$ cat src/rtl/bin_learner_pkg.sv
package bin_learner_pkg;
    localparam int TC_W     = 1;
    localparam int UC_W     = 2;
    localparam int BIN_W    = TC_W + UC_W;
    localparam int NUM_BINS = 1 << BIN_W;
    localparam int AGE_W    = 2;

    localparam logic [AGE_W-1:0] AGE_EVICT_FIRST = 2'd0;
    localparam logic [AGE_W-1:0] AGE_COLD        = 2'd1;
    localparam logic [AGE_W-1:0] AGE_PROTECT     = 2'd3;

    typedef struct packed {
        logic             bypass;
        logic [AGE_W-1:0] age;
    } decision_t;

    function automatic logic [BIN_W-1:0] make_bin(input logic [TC_W-1:0] tc,
                                                   input logic [UC_W-1:0] uc);
        return {tc, uc};
    endfunction
endpackage

$ cat src/rtl/bin_counter_bank.sv
module bin_counter_bank
    import bin_learner_pkg::*;
#(
    parameter int CNT_W = 12
) (
    input  logic                               clk,
    input  logic                               rst_n,
    input  logic                               fill_v,
    input  logic [BIN_W-1:0]                   fill_bin,
    input  logic                               hit_v,
    input  logic [BIN_W-1:0]                   hit_bin,
    input  logic                               halve,
    output logic [NUM_BINS-1:0][CNT_W-1:0]     live_o,
    output logic [NUM_BINS-1:0][CNT_W-1:0]     dl_o
);
    localparam int XW = CNT_W + 2;
    localparam logic signed [XW-1:0] L_MAX = XW'((longint'(1) << CNT_W) - 1);
    localparam logic signed [XW-1:0] D_MAX = XW'((longint'(1) << (CNT_W - 1)) - 1);
    localparam logic signed [XW-1:0] D_MIN = -D_MAX - XW'(1);

    typedef struct packed {
        logic [NUM_BINS-1:0][CNT_W-1:0] live;
        logic [NUM_BINS-1:0][CNT_W-1:0] dl;
    } bank_t;

    bank_t st_d, st_q;

    always_comb begin
        logic signed [XW-1:0] base_l, base_d, inc_l, delta_d, nxt_l, nxt_d;
        logic                 hit_here, fill_here;
        st_d = st_q;
        for (int b = 0; b < NUM_BINS; b++) begin
            hit_here  = hit_v  && (hit_bin  == BIN_W'(b));
            fill_here = fill_v && (fill_bin == BIN_W'(b));
            base_l = $signed(XW'(st_q.live[b]));
            base_d = $signed(XW'($signed(st_q.dl[b])));
            if (halve) begin
                base_l = base_l >>> 1;
                base_d = base_d >>> 1;
            end
            inc_l   = '0;
            delta_d = '0;
            if (hit_here) begin
                inc_l   = XW'(1);
                delta_d = delta_d - XW'(2);
            end
            if (fill_here) begin
                delta_d = delta_d + XW'(1);
            end
            nxt_l = base_l + inc_l;
            nxt_d = base_d + delta_d;
            if (nxt_l > L_MAX) nxt_l = L_MAX;
            if (nxt_d > D_MAX) nxt_d = D_MAX;
            if (nxt_d < D_MIN) nxt_d = D_MIN;
            st_d.live[b] = nxt_l[CNT_W-1:0];
            st_d.dl[b]   = nxt_d[CNT_W-1:0];
        end
    end

    always_ff @(posedge clk) begin
        if (!rst_n) st_q <= '0;
        else        st_q <= st_d;
    end

    assign live_o = st_q.live;
    assign dl_o   = st_q.dl;

    for (genvar g = 0; g < NUM_BINS; g++) begin : g_chk

        live_mono_chk: assert property (@(posedge clk) disable iff (!rst_n)
            !halve |=> live_o[g] >= $past(live_o[g]));

        fill_step_chk: assert property (@(posedge clk) disable iff (!rst_n)
            (fill_v && fill_bin == BIN_W'(g) && !(hit_v && hit_bin == BIN_W'(g)) && !halve
             && $signed(dl_o[g]) != $signed(D_MAX[CNT_W-1:0]))
            |=> $signed(dl_o[g]) == $signed($past(dl_o[g])) + 1);

        halve_live_chk: assert property (@(posedge clk) disable iff (!rst_n)
            (halve && !fill_v && !hit_v) |=> live_o[g] == ($past(live_o[g]) >> 1));
    end
endmodule

$ cat src/rtl/bin_summary.sv
module bin_summary
    import bin_learner_pkg::*;
#(
    parameter int CNT_W = 12,
    parameter int SW    = CNT_W + BIN_W + 3
) (
    input  logic [NUM_BINS-1:0][CNT_W-1:0] live_i,
    input  logic [NUM_BINS-1:0][CNT_W-1:0] dl_i,
    output logic signed [SW-1:0]           dl_min_o,
    output logic signed [SW-1:0]           dl_max_o,
    output logic signed [SW-1:0]           dl_sum_o,
    output logic signed [SW-1:0]           l_min_o,
    output logic signed [SW-1:0]           l_max_o,
    output logic signed [SW-1:0]           l_sum_o
);
    always_comb begin
        logic signed [SW-1:0] d, l;
        dl_min_o = $signed(SW'($signed(dl_i[0])));
        dl_max_o = dl_min_o;
        dl_sum_o = '0;
        l_min_o  = $signed(SW'(live_i[0]));
        l_max_o  = l_min_o;
        l_sum_o  = '0;
        for (int b = 0; b < NUM_BINS; b++) begin
            d = $signed(SW'($signed(dl_i[b])));
            l = $signed(SW'(live_i[b]));
            if (d < dl_min_o) dl_min_o = d;
            if (d > dl_max_o) dl_max_o = d;
            if (l < l_min_o)  l_min_o  = l;
            if (l > l_max_o)  l_max_o  = l;
            dl_sum_o = dl_sum_o + d;
            l_sum_o  = l_sum_o + l;
        end
    end
endmodule

$ cat src/rtl/insert_decider.sv
module insert_decider
    import bin_learner_pkg::*;
#(
    parameter int CNT_W = 12,
    parameter int SW    = CNT_W + BIN_W + 3
) (
    input  logic                   evict_v,
    input  logic [TC_W-1:0]        tc,
    input  logic [UC_W-1:0]        uc,
    input  logic                   free_way,
    input  logic [CNT_W-1:0]       l_sel,
    input  logic [CNT_W-1:0]       dl_sel,
    input  logic signed [SW-1:0]   dl_min,
    input  logic signed [SW-1:0]   dl_max,
    input  logic signed [SW-1:0]   dl_sum,
    input  logic signed [SW-1:0]   l_min,
    input  logic signed [SW-1:0]   l_max,
    input  logic signed [SW-1:0]   l_sum,
    output decision_t              dec_o
);
    logic signed [SW-1:0] dl, l;
    logic above_mid, below_mid, heavy_dead, heavy_live, mostly_dead, skip_wanted;

    always_comb begin
        dl = $signed(SW'($signed(dl_sel)));
        l  = $signed(SW'(l_sel));
        above_mid   = (dl <<< 1) > (dl_min + dl_max);
        below_mid   = (l <<< 1) < (l_min + l_max);
        heavy_dead  = (dl <<< 2) > (dl_sum * SW'(3));
        heavy_live  = ((l <<< 2) > (l_sum * SW'(3))) && (uc != '0);
        mostly_dead = (dl - l * SW'(7)) > SW'(0);
        skip_wanted = (above_mid && below_mid) || heavy_dead;

        dec_o = '{bypass: 1'b0, age: AGE_EVICT_FIRST};
        if (!evict_v) begin
            dec_o = '{bypass: 1'b0, age: AGE_EVICT_FIRST};
        end else if (skip_wanted) begin
            dec_o = '{bypass: !free_way, age: AGE_EVICT_FIRST};
        end else if (heavy_live) begin
            dec_o = '{bypass: 1'b0, age: AGE_PROTECT};
        end else if (mostly_dead) begin
            dec_o = '{bypass: 1'b0, age: AGE_EVICT_FIRST};
        end else begin
            dec_o = '{bypass: 1'b0, age: (tc != '0) ? AGE_PROTECT : AGE_COLD};
        end
    end
endmodule

$ cat src/rtl/bin_bypass_learner.sv
module bin_bypass_learner
    import bin_learner_pkg::*;
#(
    parameter int CNT_W = 12
) (
    input  logic        clk,
    input  logic        rst_n,
    input  logic        obs_fill_valid,
    input  logic        obs_fill_tc,
    input  logic [1:0]  obs_fill_uc,
    input  logic        obs_hit_valid,
    input  logic        obs_hit_tc,
    input  logic [1:0]  obs_hit_uc,
    input  logic        halve_tick,
    input  logic        evict_valid,
    input  logic        evict_tc,
    input  logic [1:0]  evict_uc,
    input  logic        set_has_invalid,
    output logic        bypass,
    output logic [1:0]  ins_age
);
    localparam int SW = CNT_W + BIN_W + 3;

    logic [NUM_BINS-1:0][CNT_W-1:0] live, dl;
    logic signed [SW-1:0] dl_min, dl_max, dl_sum, l_min, l_max, l_sum;
    logic [BIN_W-1:0] ev_bin;
    decision_t dec;

    bin_counter_bank #(.CNT_W(CNT_W)) u_bank (
        .clk      (clk),
        .rst_n    (rst_n),
        .fill_v   (obs_fill_valid),
        .fill_bin (make_bin(obs_fill_tc, obs_fill_uc)),
        .hit_v    (obs_hit_valid),
        .hit_bin  (make_bin(obs_hit_tc, obs_hit_uc)),
        .halve    (halve_tick),
        .live_o   (live),
        .dl_o     (dl)
    );

    bin_summary #(.CNT_W(CNT_W), .SW(SW)) u_sum (
        .live_i   (live),
        .dl_i     (dl),
        .dl_min_o (dl_min),
        .dl_max_o (dl_max),
        .dl_sum_o (dl_sum),
        .l_min_o  (l_min),
        .l_max_o  (l_max),
        .l_sum_o  (l_sum)
    );

    assign ev_bin = make_bin(evict_tc, evict_uc);

    insert_decider #(.CNT_W(CNT_W), .SW(SW)) u_dec (
        .evict_v  (evict_valid),
        .tc       (evict_tc),
        .uc       (evict_uc),
        .free_way (set_has_invalid),
        .l_sel    (live[ev_bin]),
        .dl_sel   (dl[ev_bin]),
        .dl_min   (dl_min),
        .dl_max   (dl_max),
        .dl_sum   (dl_sum),
        .l_min    (l_min),
        .l_max    (l_max),
        .l_sum    (l_sum),
        .dec_o    (dec)
    );

    assign bypass  = dec.bypass;
    assign ins_age = dec.age;


    idle_quiet_chk: assert property (@(posedge clk) disable iff (!rst_n)
        !evict_valid |-> (!bypass && ins_age == 2'd0));

    free_way_fill_chk: assert property (@(posedge clk) disable iff (!rst_n)
        set_has_invalid |-> !bypass);

    bypass_age_chk: assert property (@(posedge clk) disable iff (!rst_n)
        bypass |-> ins_age == 2'd0);

    cold_age_chk: assert property (@(posedge clk) disable iff (!rst_n)
        (evict_valid && !bypass && ins_age == 2'd3 && evict_tc == 1'b0) |-> evict_uc != 2'd0);
endmodule

$ cat config.mk
export PLATFORM = sky130hd
export DESIGN_NAME = bin_bypass_learner
export DESIGN_NICKNAME = d
export VERILOG_FILES = /design/src/rtl/bin_learner_pkg.sv /design/src/rtl/bin_counter_bank.sv /design/src/rtl/bin_summary.sv /design/src/rtl/insert_decider.sv /design/src/rtl/bin_bypass_learner.sv
export SDC_FILE = /design/constraint.sdc
export NUM_CORES = 2
export LEC_CHECK = 0
export CAP_MARGIN = 20
export CORE_MARGIN = 1.5
export CORE_UTILIZATION = 30
export DETAILED_ROUTE_END_ITERATION = 7
export PLACE_DENSITY_LB_ADDON = 0.3
export RECOVER_POWER = 100
export SYNTH_ARGS = -nofsm -noshare
export SYNTH_HDL_FRONTEND = slang
export SYNTH_SLANG_ARGS = --single-unit
$ cat constraint.sdc
create_clock -name clk -period 64.5 [get_ports clk]
set_clock_uncertainty 0.2 [all_clocks]
set_input_delay 6.45 -clock clk [delete_from_list [all_inputs] [get_ports clk]]
set_output_delay 6.45 -clock clk [all_outputs]
set_load 0.05 [all_outputs]
==> results.txt <==
Status: finished, violations left
Failing checks: max-capacitance violations, max-slew violations
Setup crit end: ins_age[1]
Area share of fa/ha/maj cells after synthesis: 0.292
Cell internal pwr: 0.750 mW
CTS clk-pin slew, worst paths: 100 ps
Crit path launch: u_bank.dl_o[1]
Combinational power share: 0.836
Cell Rows: 128
Slowest-stage cell, CP: dlygate4sd3_1
Leakage: 17.8 nW
Max Root-Sink Buffers: 2
Worst Path Required: 57850 ps
Top cell type's share of synthesized area: 0.209
Worst flop-to-flop path startpoint: u_bank.dl_o[61]
GRT Residual Overflow: 0
Reg2reg end: u_bank.dl_o[64]
Syn Nets: 5332
Synth Area in Compound Gates: 0.220
Arrival time worst endpoint: 24690 ps
Total GRT Usage: 0.191
Largest family of logic cells by synthesized area: adder cells
Postcts setup bufs: 0
Post-route ant nets: 0
Multiplexer area fraction after synthesis: 0.116
Asr flop ratio synth: 0
Psw: 0.823 mW
Syn Std Cell Area: 36900 sq um
Global placement routability congestion: 0.980
Die H: 354 microns
Synth area leaders: ha_1 21%, dfxtp_1 10%, fa_1 8.2%
Post-cts gate resize count: 0
First-pass GRT wire length: 186000 microns
Post-synth top area cell: ha_1
Sum of negative setup slack: 0 ps
Via/cell ratio: 5.26
Yosys cell types: 98
Critical path's largest stage delay: 880 ps
Syn_area_per_cell: 8.11 sq um
Relative slew slack: -2.22
Post-CTS Hold Buffers: 0
Fin nets: 5257
Finished Layout Cells: 6112
Fillers: 12815
Sequential Power Share: 0.085
Most frequent CP cell: o21ai_0
Critical Path End Type: output pin
Avg WL per Cell: 19.8 microns
Max Transition Viols Final: 349
Area of the die: 125000 sq um
Num CTS Buffers: 17
Post-synthesis sequential area ratio: 0.104
Core area: 122000 sq um
Max capacitance violation total: 5
CTS tree: built
Antenna violations before repair: 2
CTS Root Cell: clkbuf_16
Layout cells sized above 1: 0.0700
Placed cells: 6079
Count leader, synth: ha_1
IO Port Bufs: 18
Number of synthesized register bits: 192
DRT iter0 DRCs: 2220
Die X: 354 microns
Gate Count Post-Synth: 4549
Initial Utilization: 0.303
CTS H-tree depth: 4
Layout area overhead: 7.28%
Max Freq: 31.9 MHz
Total Wirelength: 121000 microns
Post-DP HPWL: 98400 microns
Fin crit period: 31340 ps
Most common flop cell mapped by yosys: dfxtp_1
Post-synth top cells: 616 x ha_1, 519 x inv_1, 367 x a21oi_1, 304 x nand2_1, 295 x o21ai_0
Final setup fails: 0
EDFF count, synth: 0
Sw frac: 0.523
Post-Synth Simple-Gate Area: 0.134
Measured slew at the worst slew-check pin: 4830 ps
Worst vdd ir: 0.0000268 V
Synth warnings: 0
Period utilization: 0.486
Inserted Diodes: 0
Hold Crit Class: reg2reg
Drt pass-1 iters: 5
Synth Area in XOR/XNOR: 0.0610
Largest net degree at the start of global routing: 102
Clk_lat worst skew: 540 ps
Residual DRC: 0
Num ports: 19
Vias in the first global route: 31096
Clock power frac: 0.079
Setup crit start kind: register
Crit Path Class: reg2out
CTS sink count: 192
Worst R2R Setup Slack: 59890 ps
Final count of hold timing violations: 0
Worst-path fanout max: 21
Unrepaired setup endpoints after global routing: false
R2r worst-path depth: 17
Power Dens Cells: 39.7 nW/um^2
Via count: 32137
-- registers in the layout, indices dropped and copies added (netlist names) --
register,count
u_bank.dl_o,96
u_bank.live_o,96
-- per-layer routing --
metal  part of all wire  track usage
met1               0.48        0.267
met2               0.45        0.309
met3              0.047       0.0243
met4              0.024       0.0501
met5            0.00021            0
-- power by group through the flow --
stage          logic (mW)  registers [mW]  clock network, mW
3_3_place_gp         1.29           0.137                  0
6_report             1.31           0.134              0.125
2_1_floorplan        1.02           0.131                  0
5_1_grt              1.47           0.134              0.133
3_5_place_dp         1.30           0.137                  0
4_1_cts              1.31           0.134              0.129
-- cells in the final DEF (no fill, tap or decap), drive strengths merged, types with 9 or more instances in the layout --
cell type      count
nor3              43
o31a              12
a211o              9
o21a             193
mux2i            180
and2              25
clkbuf            30
a21oi            369
a31oi             21
o21bai            90
and3              39
o31ai             24
xor2              51
o21ai            301
clkdlybuf4s50     12
dfxtp            192
mux4              48
o22ai             14
nand2b            77
a22o              13
o211ai            17
nor2             208
fa               151
buf               68
or2               23
a211oi            34
nand3             66
nor2b             99
ha               616
xnor2            206
nand2            304
a21boi            24
clkinv            10
mux2             125
nand4             65
inv              524
a21o              80
-- worst max-delay path: cells and delay by family, from the launching register on --
| kind | cells | cell delay, ps |
|---|---|---|
| muxes | 5 | 2190 |
| adders and majority gates | 9 | 2520 |
| DFF | 1 | 460 |
| buffers and inverters | 5 | 1200 |
| xor gates and xnor gates | 1 | 200 |
| AOI/OAI and AO/OA | 79 | 14580 |
| and+or+nand+nor | 33 | 2970 |
-- how the worst min path moves through the flow --
stage                                 start                end  slack, ps  cells after the start
after floorplan           u_bank.live_o[83]  u_bank.live_o[82]        370                      2
after CTS                 u_bank.live_o[11]  u_bank.live_o[10]        450                      2
final                     u_bank.live_o[11]  u_bank.live_o[10]        460                      2
after global routing      u_bank.live_o[11]  u_bank.live_o[10]        500                      2
after detailed placement  u_bank.live_o[11]  u_bank.live_o[11]        430                      2
after global placement    u_bank.live_o[11]  u_bank.live_o[11]        430                      2
-- logic make-up after synthesis --
logic type                 after synthesis
adders and majority gates              771
buffers and inverters                  710
and+or+nand+nor                        994
xor gates and xnor gates               257
DFF                                    192
muxes                                  353
AOI/OAI and AO/OA                     1272
-- through the flow --
stage	area, sq um	worst slack (ps)	utilization	hold slack, ps	power (mW)
after floorplan	36900	37560	-	372	1.15
after global placement	39000	34750	0.320	433	1.43
after detailed placement	39000	34480	0.320	433	1.44
after CTS	39600	33740	0.325	450	1.57
after global routing	39600	30980	0.325	496	1.73
final	39600	33160	0.325	459	1.57
-- area by class of cell --
type                       count  area (sq um)  area share
sequential                   192          3840      0.0971
timing repair buffer          95           697      0.0176
clock inverter                15           219     0.00553
clock buffer                  17           425      0.0107
tap                         1625          2030      0.0514
inverter                     521          1960      0.0494
multi-input combinational   3647         30400       0.768
Note: power is estimated with default switching activity, not from simulation.
